==> src/rtl/ecb_pkg.sv <==
package ecb_pkg;

  localparam int CTRL_W = 9;

  typedef struct packed {
    logic [1:0] mode;
    logic [4:0] evsel;
    logic       inv;
    logic       en;
  } ctrl_t;

  // Mask/match compare: passes when every masked attribute bit equals the match bit.
  function automatic logic filt_pass(input logic [63:0] attr,
                                     input logic [63:0] mask,
                                     input logic [63:0] match);
    return ((attr ^ match) & mask) == 64'd0;
  endfunction

  // Count step: returns {carry, next value}.
  function automatic logic [32:0] step_count(input logic [31:0] value, input logic inc);
    return {1'b0, value} + {32'd0, inc};
  endfunction

endpackage

==> src/rtl/ecb_slice.sv <==
module ecb_slice
  import ecb_pkg::*;
#(
  parameter int ADDR_W   = 12,
  parameter int GRP_ADDR = 16,
  parameter int NUM_EVT  = 26,
  parameter int ATTR_W   = 45
) (
  input  logic               clk,
  input  logic               rst_n,
  input  logic               tick,
  input  logic [ADDR_W-1:0]  reg_addr,
  input  logic               reg_wr,
  input  logic [31:0]        reg_wdata,
  input  logic [NUM_EVT-2:0] evt_bus,
  input  logic [ATTR_W-1:0]  evt_attr,
  output logic [31:0]        rd_data,
  output logic               wrap
);

  localparam int HI_W = ATTR_W - 32;
  localparam logic [ADDR_W-1:0] A_MLO = ADDR_W'(GRP_ADDR + 'h00);
  localparam logic [ADDR_W-1:0] A_MHI = ADDR_W'(GRP_ADDR + 'h04);
  localparam logic [ADDR_W-1:0] A_TLO = ADDR_W'(GRP_ADDR + 'h08);
  localparam logic [ADDR_W-1:0] A_THI = ADDR_W'(GRP_ADDR + 'h0C);
  localparam logic [ADDR_W-1:0] A_CTL = ADDR_W'(GRP_ADDR + 'h10);
  localparam logic [ADDR_W-1:0] A_VAL = ADDR_W'(GRP_ADDR + 'h20);

  logic [ATTR_W-1:0] mask_q, match_q;
  ctrl_t             ctrl_q;
  logic [31:0]       cnt_q;
  logic              prev_q;

  logic        val_wr;
  logic [31:0] evt_vec;
  logic        evt_raw, filt, qual, inc;
  logic [32:0] stepped;

  assign val_wr  = reg_wr && (reg_addr == A_VAL);
  assign evt_vec = 32'({evt_bus, 1'b1});
  assign evt_raw = (32'(ctrl_q.evsel) < NUM_EVT) ? evt_vec[ctrl_q.evsel] : 1'b0;
  assign filt    = filt_pass(64'(evt_attr), 64'(mask_q), 64'(match_q));
  assign qual    = evt_raw & (filt ^ ctrl_q.inv);
  assign inc     = tick & ctrl_q.en & ((ctrl_q.mode == 2'd1) ? (qual & ~prev_q) : qual);
  assign stepped = step_count(cnt_q, inc);
  assign wrap    = inc & stepped[32];

  always_ff @(posedge clk or negedge rst_n) begin
    if (!rst_n) begin
      mask_q  <= '0;
      match_q <= '0;
      ctrl_q  <= '0;
      cnt_q   <= '0;
      prev_q  <= 1'b0;
    end else begin
      if (reg_wr && reg_addr == A_MLO) mask_q[31:0]      <= reg_wdata;
      if (reg_wr && reg_addr == A_MHI) mask_q[ATTR_W-1:32] <= reg_wdata[HI_W-1:0];
      if (reg_wr && reg_addr == A_TLO) match_q[31:0]     <= reg_wdata;
      if (reg_wr && reg_addr == A_THI) match_q[ATTR_W-1:32] <= reg_wdata[HI_W-1:0];
      if (reg_wr && reg_addr == A_CTL) ctrl_q            <= ctrl_t'(reg_wdata[CTRL_W-1:0]);
      if (val_wr)                       cnt_q             <= reg_wdata;
      else                              cnt_q             <= stepped[31:0];
      if (tick)                         prev_q            <= qual;
    end
  end

  always_comb begin
    rd_data = '0;
    if      (reg_addr == A_MLO) rd_data = mask_q[31:0];
    else if (reg_addr == A_MHI) rd_data = 32'(mask_q[ATTR_W-1:32]);
    else if (reg_addr == A_TLO) rd_data = match_q[31:0];
    else if (reg_addr == A_THI) rd_data = 32'(match_q[ATTR_W-1:32]);
    else if (reg_addr == A_CTL) rd_data = 32'(ctrl_q);
    else if (reg_addr == A_VAL) rd_data = cnt_q;
  end

  // a disabled counter holds its value
  a_r4_frozen: assert property (@(posedge clk) disable iff (!rst_n)
    (!ctrl_q.en && !val_wr) |=> $stable(cnt_q));
  // no tick, no change
  a_r9_no_tick: assert property (@(posedge clk) disable iff (!rst_n)
    (!tick && !val_wr) |=> $stable(cnt_q));
  // a value write always lands
  a_r10_preset: assert property (@(posedge clk) disable iff (!rst_n)
    val_wr |=> (cnt_q == $past(reg_wdata)));
  // a wrap leaves the counter at zero
  a_r11_wrap_zero: assert property (@(posedge clk) disable iff (!rst_n)
    (wrap && !val_wr) |=> (cnt_q == 32'd0));
  // in edge mode a condition that was already high adds nothing
  a_r8_edge_hold: assert property (@(posedge clk) disable iff (!rst_n)
    (ctrl_q.mode == 2'd1 && prev_q && !val_wr) |=> $stable(cnt_q));

endmodule

==> src/rtl/ecb_ovf.sv <==
module ecb_ovf #(
  parameter int ADDR_W = 12,
  parameter int N      = 8,
  parameter int ADDR   = 8
) (
  input  logic              clk,
  input  logic              rst_n,
  input  logic [N-1:0]      wrap,
  input  logic [ADDR_W-1:0] reg_addr,
  input  logic              reg_wr,
  input  logic [31:0]       reg_wdata,
  output logic [N-1:0]      status,
  output logic [31:0]       rd_data
);

  localparam logic [ADDR_W-1:0] A_ST = ADDR_W'(ADDR);

  logic         st_wr;
  logic [N-1:0] kept;

  assign st_wr   = reg_wr && (reg_addr == A_ST);
  assign kept    = st_wr ? (status & reg_wdata[N-1:0]) : status;
  assign rd_data = (reg_addr == A_ST) ? 32'(status) : 32'd0;

  always_ff @(posedge clk or negedge rst_n) begin
    if (!rst_n) status <= '0;
    else        status <= kept | wrap;
  end

  // every wrap reaches its status bit
  a_r11_flag_set: assert property (@(posedge clk) disable iff (!rst_n)
    (|wrap) |=> ((status & $past(wrap)) == $past(wrap)));
  // a status write with no wrap leaves only the bits written as 1
  a_r12_clear: assert property (@(posedge clk) disable iff (!rst_n)
    (st_wr && wrap == '0) |=> (status == ($past(status) & $past(reg_wdata[N-1:0]))));

endmodule

==> src/rtl/evt_counter_bank.sv <==
module evt_counter_bank #(
  parameter int ADDR_W     = 12,
  parameter int NUM_HALF   = 8,
  parameter int NUM_FULL   = 2,
  parameter int HALF_EVTS  = 26,
  parameter int FULL_EVTS  = 3,
  parameter int ATTR_W     = 45,
  parameter int GRP_BASE   = 'h10,
  parameter int GRP_STRIDE = 'h28,
  parameter int ST_HALF_A  = 'h8,
  parameter int ST_FULL_A  = 'hC
) (
  input  logic                 clk,
  input  logic                 rst_n,
  input  logic                 half_en,
  input  logic [ADDR_W-1:0]    reg_addr,
  input  logic                 reg_wr,
  input  logic [31:0]          reg_wdata,
  output logic [31:0]          reg_rdata,
  input  logic [HALF_EVTS-2:0] evt_half,
  input  logic [FULL_EVTS-2:0] evt_full,
  input  logic [ATTR_W-1:0]    evt_attr,
  output logic                 irq
);

  localparam int NUM_CTR = NUM_HALF + NUM_FULL;

  logic [NUM_CTR-1:0]  wrap;
  logic [31:0]         slice_rd [NUM_CTR];
  logic [NUM_HALF-1:0] st_half;
  logic [NUM_FULL-1:0] st_full;
  logic [31:0]         rd_half, rd_full;

  for (genvar i = 0; i < NUM_CTR; i++) begin : g_ctr
    if (i < NUM_HALF) begin : g_half
      ecb_slice #(.ADDR_W(ADDR_W), .GRP_ADDR(GRP_BASE + GRP_STRIDE * i),
                  .NUM_EVT(HALF_EVTS), .ATTR_W(ATTR_W)) u_slice (
        .clk(clk), .rst_n(rst_n), .tick(half_en),
        .reg_addr(reg_addr), .reg_wr(reg_wr), .reg_wdata(reg_wdata),
        .evt_bus(evt_half), .evt_attr(evt_attr),
        .rd_data(slice_rd[i]), .wrap(wrap[i]));
    end else begin : g_full
      ecb_slice #(.ADDR_W(ADDR_W), .GRP_ADDR(GRP_BASE + GRP_STRIDE * i),
                  .NUM_EVT(FULL_EVTS), .ATTR_W(ATTR_W)) u_slice (
        .clk(clk), .rst_n(rst_n), .tick(1'b1),
        .reg_addr(reg_addr), .reg_wr(reg_wr), .reg_wdata(reg_wdata),
        .evt_bus(evt_full), .evt_attr(evt_attr),
        .rd_data(slice_rd[i]), .wrap(wrap[i]));
    end
  end

  ecb_ovf #(.ADDR_W(ADDR_W), .N(NUM_HALF), .ADDR(ST_HALF_A)) u_ovf_half (
    .clk(clk), .rst_n(rst_n), .wrap(wrap[NUM_HALF-1:0]),
    .reg_addr(reg_addr), .reg_wr(reg_wr), .reg_wdata(reg_wdata),
    .status(st_half), .rd_data(rd_half));

  ecb_ovf #(.ADDR_W(ADDR_W), .N(NUM_FULL), .ADDR(ST_FULL_A)) u_ovf_full (
    .clk(clk), .rst_n(rst_n), .wrap(wrap[NUM_CTR-1:NUM_HALF]),
    .reg_addr(reg_addr), .reg_wr(reg_wr), .reg_wdata(reg_wdata),
    .status(st_full), .rd_data(rd_full));

  always_comb begin
    reg_rdata = rd_half | rd_full;
    for (int i = 0; i < NUM_CTR; i++) reg_rdata = reg_rdata | slice_rd[i];
  end

  assign irq = (|st_half) | (|st_full);

  // an overflow on any counter raises the interrupt on the next cycle
  a_r13_irq_on_wrap: assert property (@(posedge clk) disable iff (!rst_n)
    (|wrap) |=> irq);

endmodule

==> config.mk <==
export PLATFORM = sky130hd
export DESIGN_NAME = evt_counter_bank
export DESIGN_NICKNAME = d
export VERILOG_FILES = /design/src/rtl/ecb_pkg.sv /design/src/rtl/ecb_slice.sv /design/src/rtl/ecb_ovf.sv /design/src/rtl/evt_counter_bank.sv
export SDC_FILE = /design/constraint.sdc
export NUM_CORES = 2
export LEC_CHECK = 0
export BUFFER_PORTS_ARGS = -buffer_cell sky130_fd_sc_hd__buf_2
export CAP_MARGIN = 40
export CORE_ASPECT_RATIO = 1.1
export CORE_MARGIN = 2
export CORE_UTILIZATION = 50
export CTS_CLUSTER_DIAMETER = 100
export CTS_CLUSTER_SIZE = 30
export DETAILED_ROUTE_END_ITERATION = 10
export HOLD_SLACK_MARGIN = 0.02
export PLACE_DENSITY = 0.66
export RECOVER_POWER = 25
export SETUP_SLACK_MARGIN = 0.1
export SYNTH_ARGS = -nofsm -noshare
export SYNTH_HDL_FRONTEND = slang
export SYNTH_SLANG_ARGS = --single-unit
==> constraint.sdc <==
create_clock -name clk -period 4.2 [get_ports clk]
set_clock_uncertainty 0.2 [all_clocks]
set_input_delay 0.21 -clock clk [delete_from_list [all_inputs] [get_ports clk]]
set_output_delay 0.21 -clock clk [all_outputs]
set_load 0.03 [all_outputs]
# Word-level counts from Yosys, hierarchy flattened
# Index checks and enable logic that the tools add are counted.
[classes] add_sub_neg=10 order_cmp=20 eq_ne=72 muxes=114 bitwise_logic=104 n_reduce_logical=74
[ops] cell="32-bit 2-to-1 mux" count=70
[ops] cell="64-bit by 45-bit AND with 64-bit output" count=10
[ops] cell="64-bit zero test" count=10
[ops] cell="45-bit XOR" count=10
[ops] cell="32-bit OR" count=11
[ops] cell="32-bit by 1-bit adder with 33-bit output" count=10
[ops] cell="12-bit by 9-bit equality test with 1-bit output (second input constant)" count=24
[ops] cell="12-bit by 8-bit equality test with 1-bit output (second input constant)" count=19
[ops] cell="12-bit by 7-bit equality test with 1-bit output (second input constant)" count=9
[ops] cell="1-bit logical AND" count=62
[ops] cell="5-bit by 6-bit < comparator with 1-bit output (second input constant)" count=10
[ops] cell="1-bit binary-select mux with 5-bit select" count=10
[ops] cell="1-bit AND" count=48
[ops] cell="12-bit by 5-bit equality test with 1-bit output (second input constant)" count=4
[ops] cell="12-bit by 6-bit equality test with 1-bit output (second input constant)" count=4
[ops] cell="5-bit < comparator (second input constant)" count=8
[ops] cell="1-bit 2-to-1 mux" count=30
[ops] cell="12-bit by 4-bit equality test with 1-bit output (second input constant)" count=2
[ops] cell="2-bit by 1-bit equality test with 1-bit output (second input constant)" count=10
[ops] cell="8-bit 2-to-1 mux" count=2
[ops] cell="5-bit by 2-bit < comparator with 1-bit output (second input constant)" count=2
[ops] cell="1-bit inverter" count=10
[ops] cell="1-bit XOR" count=10
[ops] cell="8-bit AND" count=1
[ops] cell="other kinds (7)" count=8
[totals] reg_bits=1330 output_inout_bits=33

# Depth between registers and ports, before layout
[depth] depth_word=17 mapped_depth=18 mapped_depth_nobuf=16

# Hierarchy
# A second synthesis with hierarchy kept.
[unflattened] hier_cells=6693 hier_area_um2=74290.0
[modules_own_cells] mod="ecb_slice (g_ctr[0].g_half.u_slice)" instances=1 cells_per_inst=631 area_each_um2=7407.1 seq_area_each_um2=3303.2
[modules_own_cells] mod="ecb_slice (g_ctr[4].g_half.u_slice)" instances=1 cells_per_inst=669 area_each_um2=7335.8 seq_area_each_um2=3303.2
[modules_own_cells] mod="ecb_slice (g_ctr[7].g_half.u_slice)" instances=1 cells_per_inst=637 area_each_um2=7304.5 seq_area_each_um2=3303.2
[modules_own_cells] mod="ecb_slice (g_ctr[5].g_half.u_slice)" instances=1 cells_per_inst=631 area_each_um2=7293.2 seq_area_each_um2=3303.2
[modules_own_cells] mod="ecb_slice (g_ctr[6].g_half.u_slice)" instances=1 cells_per_inst=660 area_each_um2=7290.7 seq_area_each_um2=3303.2
[modules_own_cells] mod="ecb_slice (g_ctr[3].g_half.u_slice)" instances=1 cells_per_inst=663 area_each_um2=7267.0 seq_area_each_um2=3303.2
[modules_own_cells] mod="ecb_slice (g_ctr[1].g_half.u_slice)" instances=1 cells_per_inst=662 area_each_um2=7224.4 seq_area_each_um2=3303.2
[modules_own_cells] mod="ecb_slice (g_ctr[2].g_half.u_slice)" instances=1 cells_per_inst=621 area_each_um2=7180.6 seq_area_each_um2=3303.2
[modules_own_cells] mod="ecb_slice (g_ctr[9].g_full.u_slice)" instances=1 cells_per_inst=626 area_each_um2=7150.6 seq_area_each_um2=3303.2
[modules_own_cells] mod="ecb_slice (g_ctr[8].g_full.u_slice)" instances=1 cells_per_inst=644 area_each_um2=7101.8 seq_area_each_um2=3303.2
[modules_own_cells] mod="evt_counter_bank" instances=1 cells_per_inst=133 area_each_um2=785.8 seq_area_each_um2=0.0
[modules_own_cells] mod="ecb_ovf (u_ovf_half)" instances=1 cells_per_inst=71 area_each_um2=598.1 seq_area_each_um2=200.2
[modules_own_cells] mod="ecb_ovf (u_ovf_full)" instances=1 cells_per_inst=45 area_each_um2=350.3 seq_area_each_um2=50.0

# Least setup slack after synthesis
# OpenSTA, ideal clock, no wires.
[synth_path] path_kind="in2reg" startpoint="in evt_attr[5]" endpoint="reg u_ovf_half.status[4]" setup_time_ns=0.083 arrival_time_ns=3.752 required_ns=3.917 setup_slack_ns=0.166 stages=15 path_cell_list="clkbuf_1 -> xor2_1 -> a222oi_1 -> nand3_1 -> nor4_1 -> nand4_1 -> xor2_1 -> nor3_1 -> ha_1 -> nand2_1 -> nor3_1 -> nand4_1 -> or4_1 -> or3_1 -> o21ai_0"
[synth_via] elab_chain_cells=11
[synth_lines] element="start, declared" line_no="evt_counter_bank.sv:22" rtl="input logic [ATTR_W-1:0] evt_attr,"
[synth_lines] element="45-bit XOR (*)" line_no="ecb_pkg.sv:16" rtl="return ((attr ^ match) & mask) == 64'd0;"
[synth_lines] element="64-bit by 45-bit AND with 64-bit output (*)" line_no="ecb_pkg.sv:16"
[synth_lines] element="64-bit zero test (*)" line_no="ecb_pkg.sv:16"
[synth_lines] element="1-bit XOR (*)" line_no="ecb_slice.sv:43" rtl="assign qual = evt_raw & (filt ^ ctrl_q.inv);"
[synth_lines] element="1-bit AND (*)" line_no="ecb_slice.sv:43"
[synth_lines] element="1-bit AND" line_no="ecb_slice.sv:44" rtl="assign inc = tick & ctrl_q.en & ((ctrl_q.mode == 2'd1) ? (qual & ~prev_q) : qual);"
[synth_lines] element="1-bit 2-to-1 mux (*)" line_no="ecb_slice.sv:44"
[synth_lines] element="1-bit AND (*)" line_no="ecb_slice.sv:44"
[synth_lines] element="32-bit by 1-bit adder with 33-bit output" line_no="ecb_pkg.sv:21" rtl="return {1'b0, value} + {32'd0, inc};"
[synth_lines] element="1-bit AND (*)" line_no="ecb_slice.sv:46" rtl="assign wrap = inc & stepped[32];"
[synth_lines] element="8-bit OR (*)" line_no="ecb_ovf.sv:27" rtl="else status <= kept | wrap;"
[synth_lines] element="end signal, assigned" line_no="ecb_ovf.sv:27"
[synth_lines] element="end, declared" line_no="ecb_ovf.sv:12" rtl="output logic [N-1:0] status,"
# Every way passes the cells marked *; elsewhere a longest branch is shown, timed or not.
# A chain may end at the register's enable or synchronous reset.

# Worst setup path in the final report
[layout_path] startpoint="reg g_ctr[3].g_half.u_slice.match_q[25]" endpoint="reg g_ctr[3].g_half.u_slice.cnt_q[16]"
[layout_via] elab_chain_cells=10
[layout_lines] element="start, declared" line_no="ecb_slice.sv:29" rtl="logic [ATTR_W-1:0] mask_q, match_q;"
[layout_lines] element="start signal, assigned" line_no="ecb_slice.sv:58" rtl="if (reg_wr && reg_addr == A_TLO) match_q[31:0] <= reg_wdata;"
[layout_lines] element="start signal, assigned by index" line_no="ecb_slice.sv:59" rtl="if (reg_wr && reg_addr == A_THI) match_q[ATTR_W-1:32] <= reg_wdata[HI_W-1:0];"
[layout_lines] element="45-bit XOR (*)" line_no="ecb_pkg.sv:16"
[layout_lines] element="64-bit by 45-bit AND with 64-bit output (*)" line_no="ecb_pkg.sv:16"
[layout_lines] element="64-bit zero test (*)" line_no="ecb_pkg.sv:16"
[layout_lines] element="1-bit XOR (*)" line_no="ecb_slice.sv:43"
[layout_lines] element="1-bit AND (*)" line_no="ecb_slice.sv:43"
[layout_lines] element="1-bit AND" line_no="ecb_slice.sv:44"
[layout_lines] element="1-bit 2-to-1 mux (*)" line_no="ecb_slice.sv:44"
[layout_lines] element="1-bit AND (*)" line_no="ecb_slice.sv:44"
[layout_lines] element="32-bit by 1-bit adder with 33-bit output (*)" line_no="ecb_pkg.sv:21"
[layout_lines] element="32-bit 2-to-1 mux (*)" line_no="ecb_slice.sv:61" rtl="if (val_wr) cnt_q <= reg_wdata;"
[layout_lines] element="end signal, assigned" line_no="ecb_slice.sv:61"
[layout_lines] element="end signal, assigned" line_no="ecb_slice.sv:62" rtl="else cnt_q <= stepped[31:0];"
[layout_lines] element="end, declared" line_no="ecb_slice.sv:31" rtl="logic [31:0] cnt_q;"
# Marked as above.

==> impl_results.md <==
- Library cells used by synthesis: 84
- Crit-path max cell delay: approximately 660 ps
- Outcome: complete, but fails checks
- Cell Area, Placed: 85320 um2
- Top achievable clock speed: approximately 0.20 GHz
- Antenna violations before repair: 85
- Overall power of the completed layout: between 0.02 and 0.025 W
- Top-Level Pins: 153
- Vias per std cell: roughly 7.7
- Cell area after layout: about 90000 um2
- Number of buffers on the longest clock path: 3
- Number of synthesis warnings: 0
- Final Wtd Congestion: roughly 1.2
- Max-capacitance violation count: 2
- Number of buffers inserted during clock tree synthesis: 54
- Filler Cell Count: around 12000
- Total of flip-flops plus latches after synthesis: roughly 1300
- Sw Share: about 29%
- CTS H-tree lvls: 2
- IO Port Bufs: approximately 150
- Hold Violations, Final: 0
- Power density relative to cell area: approximately 250 nW/um2
- Type of destination of the critical path: flop
- Endpoint of the lowest-slack register-to-register path: g_ctr[3].g_half.u_slice.cnt_q[16]$_DFF_PN0_
- Worst Setup Path Type: reg2reg
- Area of the mapped netlist: about 72000 um2
- Clk Latency, worst-skew pair: around 850 ps
- Final Routed Wirelength: slightly below 500000 um
- Startpoint of the lowest-slack register-to-register path: g_ctr[3].g_half.u_slice.match_q[25]$_DFFE_PN0P_
- Wire length of the first global-routing pass: roughly 630000 um
- Internal power: ~0.016 W
- Post-route worst setup slack: -707.1 ps
- Slack of the worst reg-to-reg path: -710 ps
- Worst Hold Launch: reg_wdata[12]
- Worst relative slew slack: -184.9%
- Critical path arrival: roughly 5400 ps
- Core area: roughly 140000 um2
- Worst Hold End: g_ctr[9].g_full.u_slice.cnt_q[12]$_DFF_PN0_
- Initial detailed-routing violation count: approximately 15000
- Final cell count without fillers: 9719
- Cell at the slowest stage of the critical path: sky130_fd_sc_hd__nor4_4
- Number of synthesized flops with an enable pin: 0
- Gate count after technology mapping: approximately 6600
- Post-synthesis to final-layout area growth: 24.71%
- Worst hold slack: 96.37 ps
- Number of antenna-violating nets in the routed design: 0
- WHS Path Cells: 4
- Number of placement rows: approximately 150
- Most Frequent Cell on Critical Path: sky130_fd_sc_hd__buf_4
- Die Span X: between 300 and 400 um
- Clock-pin slew reported for the worst setup and hold paths after clock tree synthesis: between 100 and 150 ps
- Mapped Nets: 6749
- Routed via count: 74590
- Commonest non-fill, non-tap cells in the layout: 1317 x sky130_fd_sc_hd__dfrtp_1, 1165 x sky130_fd_sc_hd__buf_4, 1017 x sky130_fd_sc_hd__mux2_2
- Part of the cycle the worst path needs: 116.8%
- Residual DRC: 0
- Total overflow reported by the global router: 0
- Iteration count of the initial detailed-routing pass: 7
- Leading cell type in the layout, fill and taps excluded: sky130_fd_sc_hd__dfrtp_1
- Combinational power share: approximately a tenth
- Worst r2r path cells: 22
- Clock root buffer master: sky130_fd_sc_hd__clkbuf_16
- Number of endpoints failing setup at the final stage: around 790
- Violations in the final reports: capacitance limit, slew limit, setup timing
- Shortest period the worst path allows: approximately 5000 ps
- Final nets: a little under 8000
- Startpoint Class: flop
- Floorplan die area: around 150000 um2
- Placed cell count: about 9500
- Clock tree from TritonCTS: built
- Proportion of layout cells with a drive suffix above 1: 40.14%
- Commonest register cell after synthesis: sky130_fd_sc_hd__dfrtp_1
- Slew at the pin closest to its max-slew limit: 4274 ps
- Static leakage: 43.85 nW
- Critical path peak fanout: 4
- Sequential fraction of the synthesis area: a little under half
- Final Max Slew Viols: a little under 100
- Clock Power Share: approximately a third
- Peak VDD IR: between 0.3 and 0.4 mV
- Average cell area after synthesis: 10.96 um2
- Cell-by-cell listing of the critical path: xor2_1 > a22oi_1 > buf_4 > nand4_1 > nor4_4 > buf_4 > nand4_1 > buf_4 > xnor2_4 > nor3_4 > ha_2 > nand3_4 > nor3_2 > buf_4 > buf_4 > buf_6 > buf_6 > buf_6 > and2_4 > nand3_2 > xor2_1 > a21oi_1
- Vias in the first global route: 67610
- Overall Global Routing Usage: between 60 and 70%
- Data required time of the critical path: around 4700 ps
- DIE HEIGHT: roughly 400 um
- Sequential power share: 57.8%
- Async SR Flop Fraction: 100.0%
- Path type of the worst min-delay path: in2reg
- Average routed wire per standard cell: between 40 and 50 um
- Initial Utilization: 50.34%
- DP HPWL: ~370000 um
- Switching power: about 0.0066 W
- Clock Sink Count: about 1300
- RSZ-0062 raised after global routing: true
- Pin count of the biggest net entering global routing: roughly 110
==> area by class of cell <==
type,count,area [um2],share of cell area (%)
multi-input combinational,4720,39170,43.35
sequential,1330,33300,36.85
timing repair buffer,1582,13600,15.05
tap,1924,2407,2.664
clock buffer,60,1404,1.554
clock inverter,14,205.2,0.2271
inverter,41,153.9,0.1703
antenna,48,120.1,0.1329
==> per-stage QoR <==
stage	util, %	setup TNS [ps]	setup WS (ps)
2_1_floorplan	-	0	165.8
3_3_place_gp	59.01	-79150	-1312
3_5_place_dp	59.27	-86580	-1298
4_1_cts	61.60	-3920	-260.3
5_1_grt	62.71	-70280	-697.9
6_report	62.78	-225000	-707.1
==> kinds of logic (layout without fill, tap and decap cells) <==
logic type | count (synthesis) | count (layout) | share of synthesized area [%]
muxes | 1111 | 1111 | 17.81
xor gates and xnor gates | 765 | 765 | 9.247
DFF | 1330 | 1330 | 45.93
adders and majority gates | 20 | 20 | 0.3454
and+or+nand+nor | 1485 | 1485 | 10.32
buffers and inverters | 559 | 1697 | 3.366
AOI/OAI and AO/OA | 1339 | 1339 | 12.98
other | 0 | 48 | 0
==> power groups by stage <==
stage / combinational [W] / clock, W / sequential (W)
global placement: 0.00195 / 0 / 0.0133
CTS: 0.00207 / 0.00707 / 0.0130
finish: 0.00224 / 0.00727 / 0.0131
floorplan: 0.000666 / 0 / 0.0132
global route: 0.00220 / 0.00749 / 0.0130
detailed placement: 0.00200 / 0 / 0.0133
==> worst max path at each step <==
stage / startpoint / to / slack, ps / cells after the start
2_1_floorplan: evt_attr[5] / u_ovf_half.status[4]$_DFF_PN0_ / 170 / 15
3_3_place_gp: evt_attr[30] / g_ctr[3].g_half.u_slice.cnt_q[30]$_DFF_PN0_ / -1310 / 21
3_5_place_dp: g_ctr[3].g_half.u_slice.match_q[30]$_DFFE_PN0P_ / g_ctr[3].g_half.u_slice.cnt_q[30]$_DFF_PN0_ / -1300 / 20
4_1_cts: g_ctr[3].g_half.u_slice.match_q[30]$_DFFE_PN0P_ / g_ctr[3].g_half.u_slice.cnt_q[29]$_DFF_PN0_ / -260 / 19
5_1_grt: g_ctr[5].g_half.u_slice.match_q[26]$_DFFE_PN0P_ / u_ovf_half.status[5]$_DFF_PN0_ / -700 / 17
6_report: g_ctr[3].g_half.u_slice.match_q[25]$_DFFE_PN0P_ / g_ctr[3].g_half.u_slice.cnt_q[16]$_DFF_PN0_ / -710 / 22
==> synth_stat cells, drive strengths merged, types with 10 or more instances <==
cell type,number,share of area (%)
o22ai,31,0.27
and4,21,0.25
a32oi,19,0.23
nor4,45,0.40
or2,10,0.086
nor2b,10,0.086
clkbuf,257,1.3
a221oi,76,0.92
nand3b,14,0.15
ha,20,0.35
a31oi,13,0.11
a22o,95,1.1
nor4b,14,0.22
o211ai,10,0.10
inv,41,0.21
a222oi,31,0.43
xnor2,113,1.4
a21oi,365,2.5
mux2i,46,0.64
a221o,41,0.57
nand2,326,1.7
o21ai,75,0.52
nor2,461,2.4
mux4,40,1.2
o221ai,14,0.17
nand3,178,1.2
dfrtp,1330,46
and3,58,0.50
mux2,1025,16
nor3,114,1.1
or3,16,0.14
buf,261,1.8
xor2,652,7.9
a22oi,513,5.3
nand4,154,1.3
or4,18,0.19
==> registers in the layout, indices dropped and copies added, names as in the netlist <==
name                          flops
g_ctr.g_full.u_slice.match_q     90
g_ctr.g_half.u_slice.match_q    360
g_ctr.g_half.u_slice.prev_q       8
g_ctr.g_half.u_slice.mask_q     360
g_ctr.g_full.u_slice.mask_q      90
g_ctr.g_half.u_slice.ctrl_q      72
g_ctr.g_full.u_slice.prev_q       2
u_ovf_half.status                 8
g_ctr.g_full.u_slice.cnt_q       64
g_ctr.g_full.u_slice.ctrl_q      18
g_ctr.g_half.u_slice.cnt_q      256
u_ovf_full.status                 2
==> worst max-delay path, delay by kind of cell (launching register included) <==
family | cells | cell delay (ps)
flip-flops | 1 | 420
adder cells (fa/ha/maj) | 1 | 240
buffers and inverters | 8 | 1190
AO/OA/AOI/OAI | 2 | 310
AND/OR/NAND/NOR | 8 | 1890
XOR/XNOR | 3 | 500
==> layer usage <==
layer  part of all wire (%)  vias up  routed length, um  global-route usage, %
met5                   0.35        -               1713                  5.150
met4                     12       82              59540                  56.85
met3                     19     2861              90540                  41.44
met2                     36     8222             176900                  80.37
met1                     32    36860             156100                  70.82
li1                       -    26570                  -                      -
==> timing repair <==
item | CTS | global route
hold endpoints to repair | 1374 | 0
buffers inserted | 33 | 52
pin swaps | 121 | 172
endpoints found under the setup margin | 232 | 192
hold buffers | 39 | 0
gates resized for setup | 229 | 296
Note: power is estimated with default switching activity, not from simulation.
